[src/rtl/fpstack_pkg.sv]
package fpstack_pkg;
    localparam int DATA_W = 80;
    localparam int DEPTH  = 8;
    localparam int PTR_W  = $clog2(DEPTH);

    typedef enum logic [3:0] {
        OP_NOP   = 4'd0,
        OP_PUSH  = 4'd1,
        OP_POP   = 4'd2,
        OP_READ  = 4'd3,
        OP_XCHG  = 4'd4,
        OP_FREE  = 4'd5,
        OP_INCP  = 4'd6,
        OP_DECP  = 4'd7,
        OP_INIT  = 4'd8,
        OP_ARITH = 4'd9
    } op_e;

    typedef struct packed {
        logic              en;
        logic [PTR_W-1:0]  addr;
        logic [DATA_W-1:0] data;
    } wr_t;

    function automatic logic [PTR_W-1:0] rel_to_phys(input logic [PTR_W-1:0] top,
                                                     input logic [PTR_W-1:0] rel);
        return top + rel;
    endfunction
endpackage

[src/rtl/fpstack_regfile.sv]
module fpstack_regfile
    import fpstack_pkg::*;
(
    input  logic                         clk,
    input  logic                         rst,
    input  wr_t                          wa,
    input  wr_t                          wb,
    input  logic [DEPTH-1:0]             tag_fill,
    input  logic [DEPTH-1:0]             tag_clr,
    input  logic                         tag_init,
    output logic [DEPTH-1:0][DATA_W-1:0] q,
    output logic [DEPTH-1:0]             empty
);
    for (genvar i = 0; i < DEPTH; i++) begin : g_entry
        always_ff @(posedge clk) begin
            if (rst) begin
                q[i] <= '0;
            end else if (wa.en && wa.addr == PTR_W'(i)) begin
                q[i] <= wa.data;
            end else if (wb.en && wb.addr == PTR_W'(i)) begin
                q[i] <= wb.data;
            end
        end

        always_ff @(posedge clk) begin
            if (rst || tag_init) begin
                empty[i] <= 1'b1;
            end else if (tag_clr[i]) begin
                empty[i] <= 1'b1;
            end else if (tag_fill[i]) begin
                empty[i] <= 1'b0;
            end
        end
    end


    dual_write_chk: assert property (@(posedge clk) disable iff (rst)
        (wa.en && wb.en && wa.addr == wb.addr) |-> (wa.data == wb.data));


    init_tags_chk: assert property (@(posedge clk) disable iff (rst)
        tag_init |=> (&empty));
endmodule

[src/rtl/fpstack_route.sv]
module fpstack_route
    import fpstack_pkg::*;
(
    input  logic [PTR_W-1:0]             top,
    input  logic [PTR_W-1:0]             idx,
    input  logic                         dir,
    input  logic                         rev,
    input  logic [DEPTH-1:0][DATA_W-1:0] q,
    input  logic [DEPTH-1:0]             empty,
    output logic [PTR_W-1:0]             n_addr,
    output logic [PTR_W-1:0]             dest_addr,
    output logic                         ops_full,
    output logic [DATA_W-1:0]            opa,
    output logic [DATA_W-1:0]            opb
);
    logic [PTR_W-1:0]  other_addr;
    logic [DATA_W-1:0] dest_word;
    logic [DATA_W-1:0] other_word;

    always_comb begin
        n_addr     = rel_to_phys(top, idx);
        dest_addr  = dir ? n_addr : top;
        other_addr = dir ? top : n_addr;
        dest_word  = q[dest_addr];
        other_word = q[other_addr];
        opa        = rev ? other_word : dest_word;
        opb        = rev ? dest_word  : other_word;
        ops_full   = !empty[top] && !empty[n_addr];
    end
endmodule

[src/rtl/fpstack_ctrl.sv]
module fpstack_ctrl
    import fpstack_pkg::*;
(
    input  logic                         clk,
    input  logic                         rst,
    input  logic                         valid,
    input  op_e                          op,
    input  logic                         dir,
    input  logic                         pop,
    input  logic [DATA_W-1:0]            push_data,
    input  logic [DATA_W-1:0]            res_data,
    input  logic [DEPTH-1:0][DATA_W-1:0] q,
    input  logic [DEPTH-1:0]             empty,
    input  logic [PTR_W-1:0]             n_addr,
    input  logic [PTR_W-1:0]             dest_addr,
    input  logic                         ops_full,
    output logic [PTR_W-1:0]             top,
    output wr_t                          wa,
    output wr_t                          wb,
    output logic [DEPTH-1:0]             tag_fill,
    output logic [DEPTH-1:0]             tag_clr,
    output logic                         tag_init,
    output logic [DATA_W-1:0]            rd_data,
    output logic                         rd_valid,
    output logic                         fault
);
    logic [PTR_W-1:0] push_addr;
    logic [PTR_W-1:0] top_inc;
    logic [PTR_W-1:0] top_nx;
    logic [PTR_W-1:0] rd_sel;
    logic             rd_load;
    logic             fault_set;

    always_comb begin
        push_addr = top - PTR_W'(1);
        top_inc   = top + PTR_W'(1);
        wa        = '{en: 1'b0, addr: top, data: res_data};
        wb        = '{en: 1'b0, addr: n_addr, data: q[top]};
        tag_fill  = '0;
        tag_clr   = '0;
        tag_init  = 1'b0;
        top_nx    = top;
        fault_set = 1'b0;
        rd_load   = 1'b0;
        rd_sel    = n_addr;
        if (valid) begin
            unique case (op)
                OP_PUSH: begin
                    if (empty[push_addr]) begin
                        wa                  = '{en: 1'b1, addr: push_addr, data: push_data};
                        tag_fill[push_addr] = 1'b1;
                        top_nx              = push_addr;
                    end else begin
                        fault_set = 1'b1;
                    end
                end
                OP_POP: begin
                    rd_load = 1'b1;
                    rd_sel  = top;
                    if (empty[top]) begin
                        fault_set = 1'b1;
                    end else begin
                        tag_clr[top] = 1'b1;
                        top_nx       = top_inc;
                    end
                end
                OP_READ: begin
                    rd_load   = 1'b1;
                    fault_set = empty[n_addr];
                end
                OP_XCHG: begin
                    if (ops_full) begin
                        wa = '{en: 1'b1, addr: top, data: q[n_addr]};
                        wb = '{en: 1'b1, addr: n_addr, data: q[top]};
                    end else begin
                        fault_set = 1'b1;
                    end
                end
                OP_FREE:  tag_clr[n_addr] = 1'b1;
                OP_INCP:  top_nx = top_inc;
                OP_DECP:  top_nx = push_addr;
                OP_INIT:  tag_init = 1'b1;
                OP_ARITH: begin
                    if (ops_full) begin
                        wa = '{en: 1'b1, addr: dest_addr, data: res_data};
                        if (dir && pop) begin
                            tag_clr[top] = 1'b1;
                            top_nx       = top_inc;
                        end
                    end else begin
                        fault_set = 1'b1;
                    end
                end
                default: ;
            endcase
        end
    end

    always_ff @(posedge clk) begin
        if (rst || tag_init) begin
            top   <= '0;
            fault <= 1'b0;
        end else begin
            top   <= top_nx;
            fault <= fault | fault_set;
        end
    end

    always_ff @(posedge clk) begin
        if (rst) begin
            rd_valid <= 1'b0;
            rd_data  <= '0;
        end else begin
            rd_valid <= rd_load;
            if (rd_load) begin
                rd_data <= q[rd_sel];
            end
        end
    end


    push_ok_chk: assert property (@(posedge clk) disable iff (rst)
        (valid && op == OP_PUSH && empty[push_addr]) |=> (top == PTR_W'($past(top) - 1)));


    push_full_chk: assert property (@(posedge clk) disable iff (rst)
        (valid && op == OP_PUSH && !empty[push_addr]) |=> (fault && top == $past(top)));


    fault_sticky_chk: assert property (@(posedge clk) disable iff (rst)
        (fault && !(valid && op == OP_INIT)) |=> fault);


    free_top_chk: assert property (@(posedge clk) disable iff (rst)
        (valid && op == OP_FREE) |=> (top == $past(top)));


    ptr_tags_chk: assert property (@(posedge clk) disable iff (rst)
        (valid && (op == OP_INCP || op == OP_DECP)) |=> (empty == $past(empty)));
endmodule

[src/rtl/fpstack_core.sv]
module fpstack_core
    import fpstack_pkg::*;
(
    input  logic              clk,
    input  logic              rst,
    input  logic              cmd_valid,
    input  logic [3:0]        cmd_op,
    input  logic [PTR_W-1:0]  cmd_idx,
    input  logic              cmd_dir,
    input  logic              cmd_rev,
    input  logic              cmd_pop,
    input  logic [DATA_W-1:0] push_data,
    input  logic [DATA_W-1:0] res_data,
    output logic [DATA_W-1:0] opa,
    output logic [DATA_W-1:0] opb,
    output logic [DATA_W-1:0] rd_data,
    output logic              rd_valid,
    output logic [PTR_W-1:0]  top_ptr,
    output logic [DEPTH-1:0]  tags_empty,
    output logic              fault
);
    logic [DEPTH-1:0][DATA_W-1:0] q;
    logic [DEPTH-1:0]             empty;
    logic [PTR_W-1:0]             top;
    logic [PTR_W-1:0]             n_addr;
    logic [PTR_W-1:0]             dest_addr;
    logic                         ops_full;
    wr_t                          wa;
    wr_t                          wb;
    logic [DEPTH-1:0]             tag_fill;
    logic [DEPTH-1:0]             tag_clr;
    logic                         tag_init;
    op_e                          op;

    assign op         = op_e'(cmd_op);
    assign top_ptr    = top;
    assign tags_empty = empty;

    fpstack_regfile i_regfile (
        .clk      (clk),
        .rst      (rst),
        .wa       (wa),
        .wb       (wb),
        .tag_fill (tag_fill),
        .tag_clr  (tag_clr),
        .tag_init (tag_init),
        .q        (q),
        .empty    (empty)
    );

    fpstack_route i_route (
        .top       (top),
        .idx       (cmd_idx),
        .dir       (cmd_dir),
        .rev       (cmd_rev),
        .q         (q),
        .empty     (empty),
        .n_addr    (n_addr),
        .dest_addr (dest_addr),
        .ops_full  (ops_full),
        .opa       (opa),
        .opb       (opb)
    );

    fpstack_ctrl i_ctrl (
        .clk       (clk),
        .rst       (rst),
        .valid     (cmd_valid),
        .op        (op),
        .dir       (cmd_dir),
        .pop       (cmd_pop),
        .push_data (push_data),
        .res_data  (res_data),
        .q         (q),
        .empty     (empty),
        .n_addr    (n_addr),
        .dest_addr (dest_addr),
        .ops_full  (ops_full),
        .top       (top),
        .wa        (wa),
        .wb        (wb),
        .tag_fill  (tag_fill),
        .tag_clr   (tag_clr),
        .tag_init  (tag_init),
        .rd_data   (rd_data),
        .rd_valid  (rd_valid),
        .fault     (fault)
    );


    arith_empty_chk: assert property (@(posedge clk) disable iff (rst)
        (cmd_valid && op == OP_ARITH && (empty[top] || empty[n_addr])) |=> fault);


    arith_nopop_chk: assert property (@(posedge clk) disable iff (rst)
        (cmd_valid && op == OP_ARITH && !cmd_dir) |=> (top == $past(top)));
endmodule

[config.mk]
export PLATFORM = sky130hd
export DESIGN_NAME = fpstack_core
export DESIGN_NICKNAME = d
export VERILOG_FILES = /design/src/rtl/fpstack_pkg.sv /design/src/rtl/fpstack_regfile.sv /design/src/rtl/fpstack_route.sv /design/src/rtl/fpstack_ctrl.sv /design/src/rtl/fpstack_core.sv
export SDC_FILE = /design/constraint.sdc
export NUM_CORES = 2
export LEC_CHECK = 0
export BUFFER_PORTS_ARGS = -buffer_cell sky130_fd_sc_hd__buf_2
export CORE_UTILIZATION = 45
export CTS_BUF_LIST = sky130_fd_sc_hd__clkbuf_2 sky130_fd_sc_hd__clkbuf_4 sky130_fd_sc_hd__clkbuf_8
export DETAILED_ROUTE_END_ITERATION = 10
export PLACE_DENSITY_LB_ADDON = 0.25
export RECOVER_POWER = 25
export SLEW_MARGIN = 5
export SYNTH_ARGS = -nofsm -noshare
export SYNTH_HDL_FRONTEND = slang
export SYNTH_SLANG_ARGS = --single-unit
[constraint.sdc]
create_clock -name clk -period 7.6 [get_ports clk]
set_input_delay 0.76 -clock clk [delete_from_list [all_inputs] [get_ports clk]]
set_output_delay 0.76 -clock clk [all_outputs]
set_load 0.01 [all_outputs]
==> impl_metrics.py <==
metrics = {
    "worst_setup_path": {
        "reg2reg_setup_slack_ns": 0.89,
        "startpoint_type": "register",
        "timing.rr.end": "i_regfile.q[585]$_SDFFE_PP0P_",
        "r2r_cells": 11,
        "cp_top_family": "buffers and inverters",
        "critPathKind": "reg2reg",
        "path_buf_inv": 3,
        "cp_cell_sequence": "buf_4, inv_1, fa_4, mux4_2, mux2i_1, nand2_1, o32a_1, o22ai_4, nor3b_1, clkbuf_2, mux2_2",
        "required_ns": 8.36,
        "end_kind": "register",
        "cp.arrival_ns": 7.47,
        "reg2reg_from": "i_ctrl.top[1]$_SDFFE_PP0P_",
        "slowest_stage": "clkbuf_2",
        "path_max_fanout": 41,
        "cp_slowest_stage_delay_ns": 1.41,
    },
    "clocking": {
        "h-tree-depth": 4,
        "clock_sinks": 733,
        "clk_latency_ns": 0.91,
        "ctsHoldBuffers": 0,
        "tritoncts": "done",
        "post_cts_resized": 0,
        "postCtsSetupRepairBufs": 0,
        "numCtsBuffers": 143,
        "path_clk_slew_ns": 0.07,
        "cts_buffer_depth": 3,
        "ctsRootBufferMaster": "clkbuf_8",
    },
    "floorplanning": {
        "num_rows": 131,
        "floorplan.initialDensity_pct": 45.4,
        "design.portCount": 426,
        "core_area_sq_um": 128000,
        "die_w_microns": 361,
        "die_area_sq_um": 130000,
        "die_h_microns": 361,
    },
    "routing": {
        "ant_nets": 0,
        "firstDrtPassIters": 6,
        "via_per_inst": 7.20,
        "drc": 0,
        "drt_iter0_markers": 6977,
        "wl_per_cell_microns": 31.9,
        "wl_microns": 231000,
        "vias": 52000,
    },
    "min_path": {
        "hold-path-cell-count": 2,
        "whs_endpoint": "i_ctrl.rd_valid$_SDFF_PP0_",
        "holdCritPathClass": "in2reg",
        "holdCritStartpoint": "cmd_op[2]",
    },
    "finish": {
        "nets": 5625,
        "fin_cells": 7223,
        "synthToLayoutAreaGrowth_pct": 9.90,
        "drive_gt1_share_pct": 41.3,
    },
    "global_routing": {
        "grt_max_degree": 196,
        "grt_usage_pct": 34.4,
        "grt_pass1_vias": 50600,
        "antenna_found_initial": 11,
        "grt_overflow_total": 0,
        "grt_first_pass_wirelength_microns": 337000,
    },
    "synthesis": {
        "syn_inst": 5455,
        "synth_fp_nets": 5632,
        "yosysWarnings": 0,
        "synth_largest_area_cell": "dfxtp_1",
        "synth_edf_count": 0,
        "synth.most_common_cell": "mux2_2",
        "synth.distinct_cells": 60,
        "synthTopCellsByArea": "dfxtp_1, mux4_2, mux2_2",
        "synth_common_cells": "mux2_2, nor2_1, dfxtp_1, a211oi_1, mux4_2",
        "yosysTopAreaCellShare_pct": 25.3,
        "synth_flop_cell": "dfxtp_1",
        "ys_async_sr_fraction_pct": 0,
        "syn-cell-area_sq_um": 57900,
        "avgSynthCellArea_sq_um": 10.6,
        "ys_ff_latch": 733,
        "seq_area_frac_synth_pct": 25.3,
    },
    "placement": {
        "dp_hpwl_microns": 130000,
        "dp_cells": 6965,
        "place.gp.congestion": 0.915,
        "portBuffers": 425,
    },
    "timing": {
        "hold_viol_final": 0,
        "fmax_ghz": 0.149,
        "fin_worst_skew_ns": 0.0453,
        "timing.final.max_slew_violations": 778,
        "setup_viol": 0,
        "setup_tns_ns": 0,
        "fin_crit_sh_pct": 88.3,
        "rsz0062_at_grt": "no",
        "worst_slew_pin_slew_ns": 3.90,
        "min_period_ns": 6.71,
        "slew_headroom_pct": -160,
    },
    "pwr": {
        "pwr_density_cell_nw_per_um2": 161,
        "p_leak_uw": 0.0217,
        "peakVddDrop_mv": 0.157,
    },
    "status": {
        "outcome": "complete, but fails checks",
        "failed_checks": "max-capacitance violations, max-slew violations",
    },
    "flow_run": {
        "maxCapViolCount": 9,
    },
}
-- worst reg2reg max path: stages, from the launching register on --
cell	delay (ns)
dfxtp_1	0.31
buf_4	0.27
inv_1	0.25
fa_4	1.31
mux4_2	0.61
mux2i_1	0.49
nand2_1	0.28
o32a_1	0.43
o22ai_4	0.39
nor3b_1	0.31
clkbuf_2	1.41
mux2_2	0.52
-- kinds of logic (layout without fill, tap and decap cells) --
kind of cell	Yosys count	in the layout	synth area share [%]
AOI/OAI and AO/OA	1253	1253	16.3
xor gates and xnor gates	11	11	0.194
adders and majority gates	4	4	0.0994
buffers and inverters	693	796	4.80
DFF	733	733	25.3
muxes	1698	1698	45.4
other	0	3	0
and+or+nand+nor	1063	1063	7.92
-- stage by stage --
step           power [uW]  area, sq um  utilization (%)  hold slack (ns)  setup WS [ns]
3_5_place_dp         5890        60800             47.6            0.489           1.45
5_1_grt             10500        63700             49.9            0.270          0.692
4_1_cts             10200        63900             50.1            0.211           1.38
3_3_place_gp         5870        60800             47.6            0.482           1.49
6_report            10200        63700             49.9            0.281          0.889
2_1_floorplan        5200        57900                -            0.520           2.75
-- final cells by class --
cell class	count	area, sq um
sequential	733	14700
inverter	9	33.8
clock buffer	229	2900
fill	11600	64000
tap	1662	2080
antenna	3	7.51
clock inverter	26	201
multi-input combinational	4029	40700
timing repair buffer	532	3050
-- per-layer routing --
| metal | vias up | routed length (microns) | GRT usage (%) |
|---|---|---|---|
| met2 | 3711 | 101000 | 51.6 |
| met3 | 850 | 29800 | 9.53 |
| met4 | 12 | 13200 | 18.4 |
| li1 | 21700 | - | - |
| met1 | 25800 | 86600 | 45.0 |
| met5 | - | 75 | 0 |
-- cell usage in the layout (no fill, tap or decap), types with 43 or more instances in the layout --
| master | count |
|---|---|
| and4_1 | 80 |
| nor2_1 | 736 |
| clkbuf_4 | 43 |
| clkbuf_8 | 188 |
| mux4_2 | 646 |
| mux2_2 | 913 |
| dfxtp_1 | 733 |
| a21oi_1 | 86 |
| buf_2 | 331 |
| a221o_1 | 87 |
| a211oi_1 | 723 |
| mux2_1 | 51 |
| clkbuf_1 | 93 |
| buf_4 | 77 |
| a22oi_1 | 320 |
| nand2_1 | 178 |
| mux2i_1 | 84 |
-- how the worst max path moves through the flow --
| stage | from | to | slack, ns | cells past startpoint |
|---|---|---|---|---|
| final | i_ctrl.top[1]$_SDFFE_PP0P_ | i_regfile.q[585]$_SDFFE_PP0P_ | 0.89 | 11 |
| after global routing | i_ctrl.top[1]$_SDFFE_PP0P_ | i_regfile.q[430]$_SDFFE_PP0P_ | 0.69 | 11 |
| after CTS | i_ctrl.top[1]$_SDFFE_PP0P_ | opb[70] | 1.38 | 9 |
| after detailed placement | cmd_idx[0] | i_regfile.q[191]$_SDFFE_PP0P_ | 1.45 | 12 |
| after global placement | cmd_idx[0] | i_regfile.q[190]$_SDFFE_PP0P_ | 1.49 | 12 |
| after floorplan | i_ctrl.top[1]$_SDFFE_PP0P_ | opa[69] | 2.75 | 11 |
-- state kept, by name, indices dropped and copies added (netlist names) --
register and cells:
i_ctrl.fault 1, i_ctrl.rd_data 80, i_ctrl.rd_valid 1, i_ctrl.top 3, i_regfile.empty 8, i_regfile.q 640
-- power by group --
group	internal, uW	switching, uW
Clock	2450	1930
Combinational	644	1330
Sequential	3860	13.4
Total	6950	3280
(Power assumes the default switching activity.)
